**src/rtl/buf_trk_pkg.sv**
```systemverilog
package buf_trk_pkg;

  typedef enum logic {
    DIR_WRITE = 1'b0,
    DIR_READ  = 1'b1
  } xfer_dir_e;

  localparam int NUM_DIR = 2;

  // A block size of zero is treated as one word.
  function automatic int unsigned eff_words(input int unsigned size);
    return (size == 0) ? 1 : size;
  endfunction

  // True when the access now being accepted completes the block.
  function automatic logic is_last_word(input int unsigned cnt,
                                        input int unsigned size);
    return (cnt + 1) >= eff_words(size);
  endfunction

endpackage

```
**src/rtl/btk_word_ctr.sv**
```systemverilog
module btk_word_ctr #(
  parameter int SIZE_W = 12
) (
  input  logic              clk,
  input  logic              rst_n,
  input  logic              clr,
  input  logic              acc,
  input  logic [SIZE_W-1:0] size,
  output logic              blk_last
);
  import buf_trk_pkg::*;

  logic [SIZE_W-1:0] cnt;

  always_comb blk_last = acc && is_last_word(32'(cnt), 32'(size));

  always_ff @(posedge clk or negedge rst_n) begin
    if (!rst_n)        cnt <= '0;
    else if (clr)      cnt <= '0;
    else if (blk_last) cnt <= '0;
    else if (acc)      cnt <= cnt + 1'b1;
  end
endmodule

```
**src/rtl/btk_blk_ctr.sv**
```systemverilog
module btk_blk_ctr #(
  parameter int CNT_W = 16
) (
  input  logic             clk,
  input  logic             rst_n,
  input  logic             load,
  input  logic [CNT_W-1:0] load_val,
  input  logic             dec,
  output logic             left_nz
);
  logic [CNT_W-1:0] left;

  always_comb left_nz = (left != '0);

  always_ff @(posedge clk or negedge rst_n) begin
    if (!rst_n)              left <= '0;
    else if (load)           left <= load_val;
    else if (dec && left_nz) left <= left - 1'b1;
  end
endmodule

```
**src/rtl/btk_flag.sv**
```systemverilog
module btk_flag #(
  parameter bit QUEUE_WHILE_SET = 1'b0
) (
  input  logic clk,
  input  logic rst_n,
  input  logic clr,
  input  logic arm,
  input  logic ena,
  input  logic event_in,
  input  logic blk_done,
  input  logic left_nz,
  output logic flag,
  output logic irq
);
  logic pend;
  logic set;
  logic hold_evt;

  always_comb begin
    set      = ena && !flag && (event_in || pend) && left_nz;
    hold_evt = QUEUE_WHILE_SET && ena && event_in && flag;
  end

  always_ff @(posedge clk or negedge rst_n) begin
    if (!rst_n) begin
      flag <= 1'b0;
      irq  <= 1'b0;
      pend <= 1'b0;
    end else if (clr) begin
      flag <= 1'b0;
      irq  <= 1'b0;
      pend <= arm;
    end else begin
      irq <= set;
      if (set)                 flag <= 1'b1;
      else if (ena && blk_done) flag <= 1'b0;
      if (set)           pend <= 1'b0;
      else if (hold_evt) pend <= 1'b1;
    end
  end
endmodule

```
**src/rtl/buf_ready_tracker.sv**
```systemverilog
module buf_ready_tracker #(
  parameter int SIZE_W = 12,
  parameter int CNT_W  = 16
) (
  input  logic              clk,
  input  logic              rst_n,
  input  logic              xfer_start,
  input  logic              xfer_dir_rd,
  input  logic              dma_mode,
  input  logic [SIZE_W-1:0] blk_words,
  input  logic [CNT_W-1:0]  blk_total,
  input  logic              card_blk_done,
  input  logic              host_rd,
  input  logic              host_wr,
  output logic              rd_en,
  output logic              wr_en,
  output logic              rd_ready_irq,
  output logic              wr_ready_irq,
  output logic              host_err
);
  import buf_trk_pkg::*;

  xfer_dir_e dir_q;
  logic      dma_q;
  logic      acc;
  logic      blk_last;
  logic      left_nz;
  logic      wr_arm;
  logic [NUM_DIR-1:0] ena_v, arm_v, flag_v, irq_v;

  always_ff @(posedge clk or negedge rst_n) begin
    if (!rst_n) begin
      dir_q    <= DIR_WRITE;
      dma_q    <= 1'b1;
      host_err <= 1'b0;
    end else begin
      if (xfer_start) begin
        dir_q <= xfer_dir_e'(xfer_dir_rd);
        dma_q <= dma_mode;
      end
      host_err <= (host_rd && !rd_en) || (host_wr && !wr_en);
    end
  end

  always_comb begin
    acc    = !xfer_start &&
             ((dir_q == DIR_READ) ? (host_rd && rd_en) : (host_wr && wr_en));
    wr_arm = !xfer_dir_rd && !dma_mode && (blk_total != '0);
    ena_v[DIR_READ]  = !dma_q && (dir_q == DIR_READ);
    ena_v[DIR_WRITE] = !dma_q && (dir_q == DIR_WRITE);
    arm_v[DIR_READ]  = 1'b0;
    arm_v[DIR_WRITE] = wr_arm;
  end

  btk_word_ctr #(.SIZE_W(SIZE_W)) u_words (
    .clk(clk), .rst_n(rst_n), .clr(xfer_start), .acc(acc),
    .size(blk_words), .blk_last(blk_last)
  );

  btk_blk_ctr #(.CNT_W(CNT_W)) u_blocks (
    .clk(clk), .rst_n(rst_n), .load(xfer_start), .load_val(blk_total),
    .dec(blk_last), .left_nz(left_nz)
  );

  for (genvar g = 0; g < NUM_DIR; g++) begin : g_flag
    btk_flag #(.QUEUE_WHILE_SET(g == int'(DIR_READ))) u_flag (
      .clk(clk), .rst_n(rst_n), .clr(xfer_start), .arm(arm_v[g]),
      .ena(ena_v[g]), .event_in(card_blk_done), .blk_done(blk_last),
      .left_nz(left_nz), .flag(flag_v[g]), .irq(irq_v[g])
    );
  end

  always_comb begin
    rd_en        = flag_v[DIR_READ];
    wr_en        = flag_v[DIR_WRITE];
    rd_ready_irq = irq_v[DIR_READ];
    wr_ready_irq = irq_v[DIR_WRITE];
  end
endmodule

```
**config.mk**
```make
export PLATFORM = sky130hd
export DESIGN_NAME = buf_ready_tracker
export DESIGN_NICKNAME = d
export VERILOG_FILES = /design/src/rtl/buf_trk_pkg.sv /design/src/rtl/btk_word_ctr.sv /design/src/rtl/btk_blk_ctr.sv /design/src/rtl/btk_flag.sv /design/src/rtl/buf_ready_tracker.sv
export SDC_FILE = /design/constraint.sdc
export NUM_CORES = 1
export LEC_CHECK = 0
export ABC_AREA = 1
export BUFFER_PORTS_ARGS = -buffer_cell sky130_fd_sc_hd__buf_4
export CORE_ASPECT_RATIO = 2
export CORE_MARGIN = 3
export CORE_UTILIZATION = 62
export CTS_CLUSTER_DIAMETER = 200
export CTS_CLUSTER_SIZE = 8
export DETAILED_ROUTE_END_ITERATION = 10
export GPL_ROUTABILITY_DRIVEN = 0
export PLACE_DENSITY = 0.93
export SYNTH_ARGS = -nofsm -noshare
export SYNTH_HDL_FRONTEND = slang
export SYNTH_SLANG_ARGS = --single-unit
```
**constraint.sdc**
```tcl
create_clock -name clk -period 4.6 [get_ports clk]
set_clock_uncertainty 0.1 [all_clocks]
set_input_delay 0.92 -clock clk [delete_from_list [all_inputs] [get_ports clk]]
set_output_delay 0.92 -clock clk [all_outputs]
set_load 0.03 [all_outputs]
```
==> results of run 1 <==
power by group through the flow:
stage	combinational, uW	clock [uW]	sequential, uW
after floorplan	117	0	388
after global placement	177	0	387
after detailed placement	185	0	388
after CTS	186	299	383
after global routing	214	311	387
final	187	295	384
path summary, 6_finish.rpt:
check	startpoint	endpoint	slack (ps)
max	u_words.cnt[0]	u_words.cnt[11]	1400
min reg2reg	dma_q	dma_q	380
min	dma_q	dma_q	380
min in group asynchronous	rst_n	u_blocks.left[1]	480
max reg2reg	u_words.cnt[0]	u_words.cnt[11]	1400
max in group asynchronous	rst_n	dma_q	3550
cell type report:
type	count	area, um^2
Multi-Input combinational cell	286	1480
Fill cell	339	1037
Sequential cell	37	927.1
Timing Repair Buffer	41	307.8
Inverter	51	191.4
Clock buffer	6	82.58
Tap cell	52	65.06
Clock inverter	2	37.54
per-stage QoR:
step                power, uW  hold WS, ps
finish                  865.8        378.2
global route            913.1        404.0
CTS                     867.6        380.3
detailed placement      572.8        369.1
global placement        564.6        361.7
floorplan               505.3        351.1
per-layer routing:
metal  GRT usage, %  up-vias  wire [um]
met4          12.20        0        121
met3          4.085       14        233
li1               -     1305          -
met2          49.37       81       3555
met1          26.47     1213       2342
met5              0        -          0
Yosys cell counts:
cell      count
clkbuf_1      5
nor3_2        2
ha_1         14
or2_2         2
a21oi_1      11
nand3_4       1
nand2_4       2
a41o_1        1
nand4_1       3
buf_1         1
nand2_1     119
o21ai_0      23
nor4_1       10
dfstp_2       1
nor2_1       38
buf_6         1
o22ai_1       1
dfrtp_1      36
o21a_1        1
a31oi_1       1
clkinv_1      1
o21bai_1      2
nor2_2        2
nand3b_1      1
buf_4         2
nand3_1      28
nor4_2        1
inv_1        48
inv_2         2
xnor2_1       1
o21ai_1       1
nand3_2       2
buf_2         1
xor2_1       11
nor3_1        7
o32ai_1       1
critical path, stage by stage (launching register included):
cell and delay (ps):
dfrtp_1 390, inv_1 90, nor2_1 240, nand2_1 190, nor4_2 190, xor2_1 250, ha_1 280, a21oi_1 130
o21ai_0 100, nor2_1 280, nand2_4 100, nor2_1 550, nand2_1 140, o21ai_1 100
registers in the layout, indices dropped and copies added (netlist names):
register,flops
dir_q,1
g_flag.u_flag.flag,2
host_err,1
g_flag.u_flag.pend,2
u_blocks.left,16
u_words.cnt,12
dma_q,1
g_flag.u_flag.irq,2
cell families after synthesis:
family / after synthesis / share of synthesized area [%]
and+or+nand+nor: 218 / 36.60
buffers and inverters: 61 / 9.245
AOI/OAI and AO/OA: 42 / 8.632
DFF: 37 / 34.95
adders and majority gates: 14 / 6.604
xor gates and xnor gates: 12 / 3.962
==> metrics.yaml, run 1 <==
synth:
  synth.cell_area_um2: 2653
  syn-num-nets: 434
  synthCells: 384
  ys_top_cells_by_area: "dfrtp_1 (34%), nand2_1 (17%), inv_1 (6.8%), ha_1 (6.6%), nor2_1 (5.4%)"
  ys_types: 36
  yosys.area.top_type_share_pct: 33.96
  ys_ff_latch: 37
  syn-mean-instance-area_um2: 6.908
  yosys_warnings: 0
  synth_top_area_cell: "dfrtp_1"
  ys_seq_area_share_pct: 34.95
clocking:
  post_cts_buffers: 0
  clock_latency_ps: 290
  ctsResizeCount: 0
  cts_tree: "built"
  ctsLongestPathBuffers: 2
  cts_max_level: 2
  cts_buffers: 5
  cts_sinks: 37
  root_buffer: "clkbuf_8"
  clkTransAtPathRegs_ps: 80
  holdBufCountCts: 0
global_route:
  grt_pass1_vias: 2597
  track_usage_pct: 26.22
  antenna_found_initial: 0
  grt_pass1_wl_um: 10410
  grt_max_degree: 38
  grt-ovfl-total: 0
critical_path:
  rr_worst_depth: 13
  critPathKind: "register to register"
  startpoint_type: "register"
  arrival_ps: 3310
  cp.required_ps: 4710
  path_max_fanout: 12
  end_kind: "register"
place:
  placed_area_um2: 2972
  dp_hpwl_um: 4677
  portBuffers: 40
  place_inst: 467
  post-place-ws_ps: 1328
layout:
  n_antenna_cell: 0
  synthToLayoutAreaGrowth_pct: 16.56
  mostFrequentLayoutCells: "nand2_1 (119), inv_1 (48), buf_4 (41), nor2_1 (38), dfrtp_1 (36)"
  final_common_cell: "nand2_1"
  final_cells: 475
  drive_above_1_share_pct: 15.13
  final_util_pct: 74.88
  fin_nets: 472
  post-route-cell-area_um2: 3092
power:
  power.density_nw_per_um2: 280.1
  pwr-share-seq_pct: 44.4
  power.leakage_uw: 0.001615
  p_switching_uw: 262.1
  p_int_uw: 603.7
  ir_worst_vdd_mv: 0.3698
  switching_share_pct: 30.28
  pwr-share-comb_pct: 21.6
  clkPwrFrac_pct: 34.0
sta:
  slew_viol_final: 0
  slew-limit-headroom_pct: 53.00
  rsz0062_at_grt: "no"
  max_freq_mhz: 312.6
  fin_ws_ps: 1401
  tns_ps: 0
  setup_viol: 0
  fin_crit_sh_pct: 69.54
  hold_viol: 0
  tightest_slew_ps: 702.3
  period_minus_slack_ps: 3199
floorplanning:
  die_h_um: 98.50
  core_region_area_um2: 4129
  die_x_um: 52.25
  start_util_pct: 64.24
  ios: 41
  row_count: 33
  die_area_um2: 5147
detailed_routing:
  avgRoutedWirePerCell_um: 13.16
  vias_per_cell: 5.501
  drc: 0
  vias: 2613
  routed_wl_um: 6252
  antenna_left: 0
  drt_first_pass_iters: 4
  dr.first_iter.drc_count: 70
min_path:
  worstHoldPathType: "register to register"
  hold_depth: 2
flow_run:
  max_cap_viol_count: 0
run_status:
  status: "completed"
Note: power is estimated with default switching activity, not from simulation.
==> inputs of run 2 (changes only) <==
--- a/config.mk
+++ b/config.mk
@@ -9,12 +9,12 @@
 export BUFFER_PORTS_ARGS = -buffer_cell sky130_fd_sc_hd__buf_4
 export CORE_ASPECT_RATIO = 2
 export CORE_MARGIN = 3
-export CORE_UTILIZATION = 62
+export CORE_UTILIZATION = 57
 export CTS_CLUSTER_DIAMETER = 200
 export CTS_CLUSTER_SIZE = 8
 export DETAILED_ROUTE_END_ITERATION = 10
 export GPL_ROUTABILITY_DRIVEN = 0
-export PLACE_DENSITY = 0.93
+export PLACE_DENSITY = 0.87
 export SYNTH_ARGS = -nofsm -noshare
 export SYNTH_HDL_FRONTEND = slang
 export SYNTH_SLANG_ARGS = --single-unit
==> constraint.sdc (replaced) <==
create_clock -name clk -period 3.1 [get_ports clk]
set_clock_uncertainty 0.1 [all_clocks]
set_input_delay 0.62 -clock clk [delete_from_list [all_inputs] [get_ports clk]]
set_output_delay 0.62 -clock clk [all_outputs]
set_load 0.03 [all_outputs]
==> metrics.yaml, run 2 (synthesized netlist as in run 1, its figures left out) <==
clocking:
  cts_max_level: 2  # unchanged
  holdBufCountCts: 0  # unchanged
  cts_sinks: 37  # unchanged
  ctsLongestPathBuffers: 2  # unchanged
  clkTransAtPathRegs_ps: 70  # about the same
  cts_buffers: 5  # unchanged
  root_buffer: "clkbuf_8"
  post_cts_buffers: 0  # unchanged
  ctsResizeCount: 0  # unchanged
  clock_latency_ps: 290  # about the same
  cts_tree: "built"
global_route:
  grt_pass1_wl_um: 10670  # +2.5%
  grt-ovfl-total: 0  # unchanged
  antenna_found_initial: 0  # unchanged
  grt_max_degree: 38  # unchanged
  grt_pass1_vias: 2592  # -0.19%
  track_usage_pct: 25.67  # -0.55 points
layout:
  largest_reg_flops: 16  # unchanged
  n_antenna_cell: 0  # unchanged
  synthToLayoutAreaGrowth_pct: 15.94
  final_common_cell: "nand2_1"
  top_register: "u_blocks.left"
  drive_above_1_share_pct: 15.53  # +0.40 points
  mostFrequentLayoutCells: "nand2_1 (119), inv_1 (48), buf_4 (43), nor2_1 (38), dfrtp_1 (36)"
  final_util_pct: 69.51  # -5.4 points
  fin_nets: 474  # +0.42%
  fill_cells: 403  # +19%
  largestRegisters: "u_blocks.left (16), u_words.cnt (12)"
detailed_routing:
  drc: 0  # unchanged
  vias: 2643  # +1.1%
  avgRoutedWirePerCell_um: 13.14  # -0.15%
  routed_wl_um: 6295  # +0.69%
  dr.first_iter.drc_count: 75  # +7.1%
  vias_per_cell: 5.518  # +0.30%
  drt_first_pass_iters: 4  # unchanged
  antenna_left: 0  # unchanged
floorplanning:
  ios: 41  # unchanged
  die_area_um2: 5557  # +8.0%
  start_util_pct: 59.95  # -4.3 points
  core_region_area_um2: 4424  # +7.2%
  row_count: 34  # +3.0%
  die_h_um: 102.5  # +4.0%
  die_x_um: 54.24  # +3.8%
critical_path:
  arrival_ps: 2850  # -460 ps
  path_max_fanout: 16  # +4
  end_kind: "register"
  critPathKind: "register to register"
  startpoint_type: "register"
  cp.required_ps: 3180  # -1530 ps
sta:
  rsz0062_at_grt: "no"
  hold_viol: 0  # unchanged
  period_minus_slack_ps: 2776  # -422.5 ps
  setup_viol: 0  # unchanged
  tns_ps: 0  # unchanged
  slew-limit-headroom_pct: 66.83  # +14 points
  max_freq_mhz: 360.2  # +15%
  tightest_slew_ps: 493.0  # -209.4 ps
  slew_viol_final: 0  # unchanged
  fin_crit_sh_pct: 89.55  # +20 points
place:
  dp_hpwl_um: 5000  # +6.9%
  portBuffers: 40  # unchanged
power:
  ir_worst_vdd_mv: 0.3656  # -1.1%
  power.leakage_uw: 0.001611  # -0.24%
  power.density_nw_per_um2: 381.5  # +36%
min_path:
  worstHoldPathType: "input pin to async pin"
run_status:
  status: "completed"
flow_run:
  max_cap_viol_count: 0  # unchanged
-- run 2: path summary, 6_finish.rpt --
| check | startpoint | endpoint | slack [ps] | depth (start not counted) |
|---|---|---|---|---|
| worst max-delay path | u_words.cnt[0] | u_blocks.left[8] | 320 | 14 |
| worst min-delay path | rst_n | u_blocks.left[13] | 180 | 1 |
| worst max register to register | u_words.cnt[0] | u_blocks.left[8] | 320 | 14 |
| worst min register to register | dma_q | dma_q | 380 | 2 |
| max in group asynchronous | rst_n | dma_q | 2350 | 1 |
| min in group clk | dma_q | dma_q | 380 | 2 |
-- run 2: critical path: stages, from the launching register on --
cell	delay, ps
dfrtp_1	390
inv_1	80
nor2_1	220
nand2_1	180
o32ai_1	270
inv_1	110
ha_1	320
a21oi_1	160
o21ai_0	90
nor2_1	200
nand2_4	90
nand3_4	130
nand2_4	160
nand2_1	110
nand2_1	60
-- run 2: where the power goes --
part | switching (uW) | leakage (uW) | internal [uW]
combinational | 165 | 0.00109 | 113
clock | 170 | 0.0000439 | 155
sequential | 48.4 | 0.000482 | 522
total | 383 | 0.00161 | 790
-- run 2: metrics by stage --
| stage | hold slack (ps) | worst slack [ps] | instance area (um^2) | std cells | total power, uW |
|---|---|---|---|---|---|
| 3_5_place_dp | 379.9 | 184.0 | 2989 | 471 | 855.2 |
| 2_1_floorplan | 224.4 | 673.4 | 2653 | 384 | 749.8 |
| 4_1_cts | 200.7 | 342.7 | 3075 | 479 | 1180 |
| 6_report | 180.2 | 323.8 | 3075 | 479 | 1173 |
| 5_1_grt | 212.5 | 48.95 | 3075 | 479 | 1246 |
| 3_3_place_gp | 365.1 | 351.4 | 2989 | 471 | 843.1 |
-- run 2: final cells by class --
cell class / instances / area (um^2) / area share [%]
multi-input cells: 286 / 1480 / 48.13
flip-flops and latches: 37 / 927.1 / 30.15
repair buffers: 43 / 322.8 / 10.50
inverters: 51 / 191.4 / 6.225
clock buffers: 5 / 68.82 / 2.238
well taps: 54 / 67.56 / 2.197
clock inverters: 3 / 17.52 / 0.5696
-- run 2: per-layer routing --
metal | global-route usage, % | routed length (um) | part of all wire (%)
met5 | 0 | 0 | 0
met4 | 14.59 | 273 | 4.3
met3 | 3.212 | 275 | 4.4
met2 | 46.08 | 3539 | 56
met1 | 27.12 | 2206 | 35
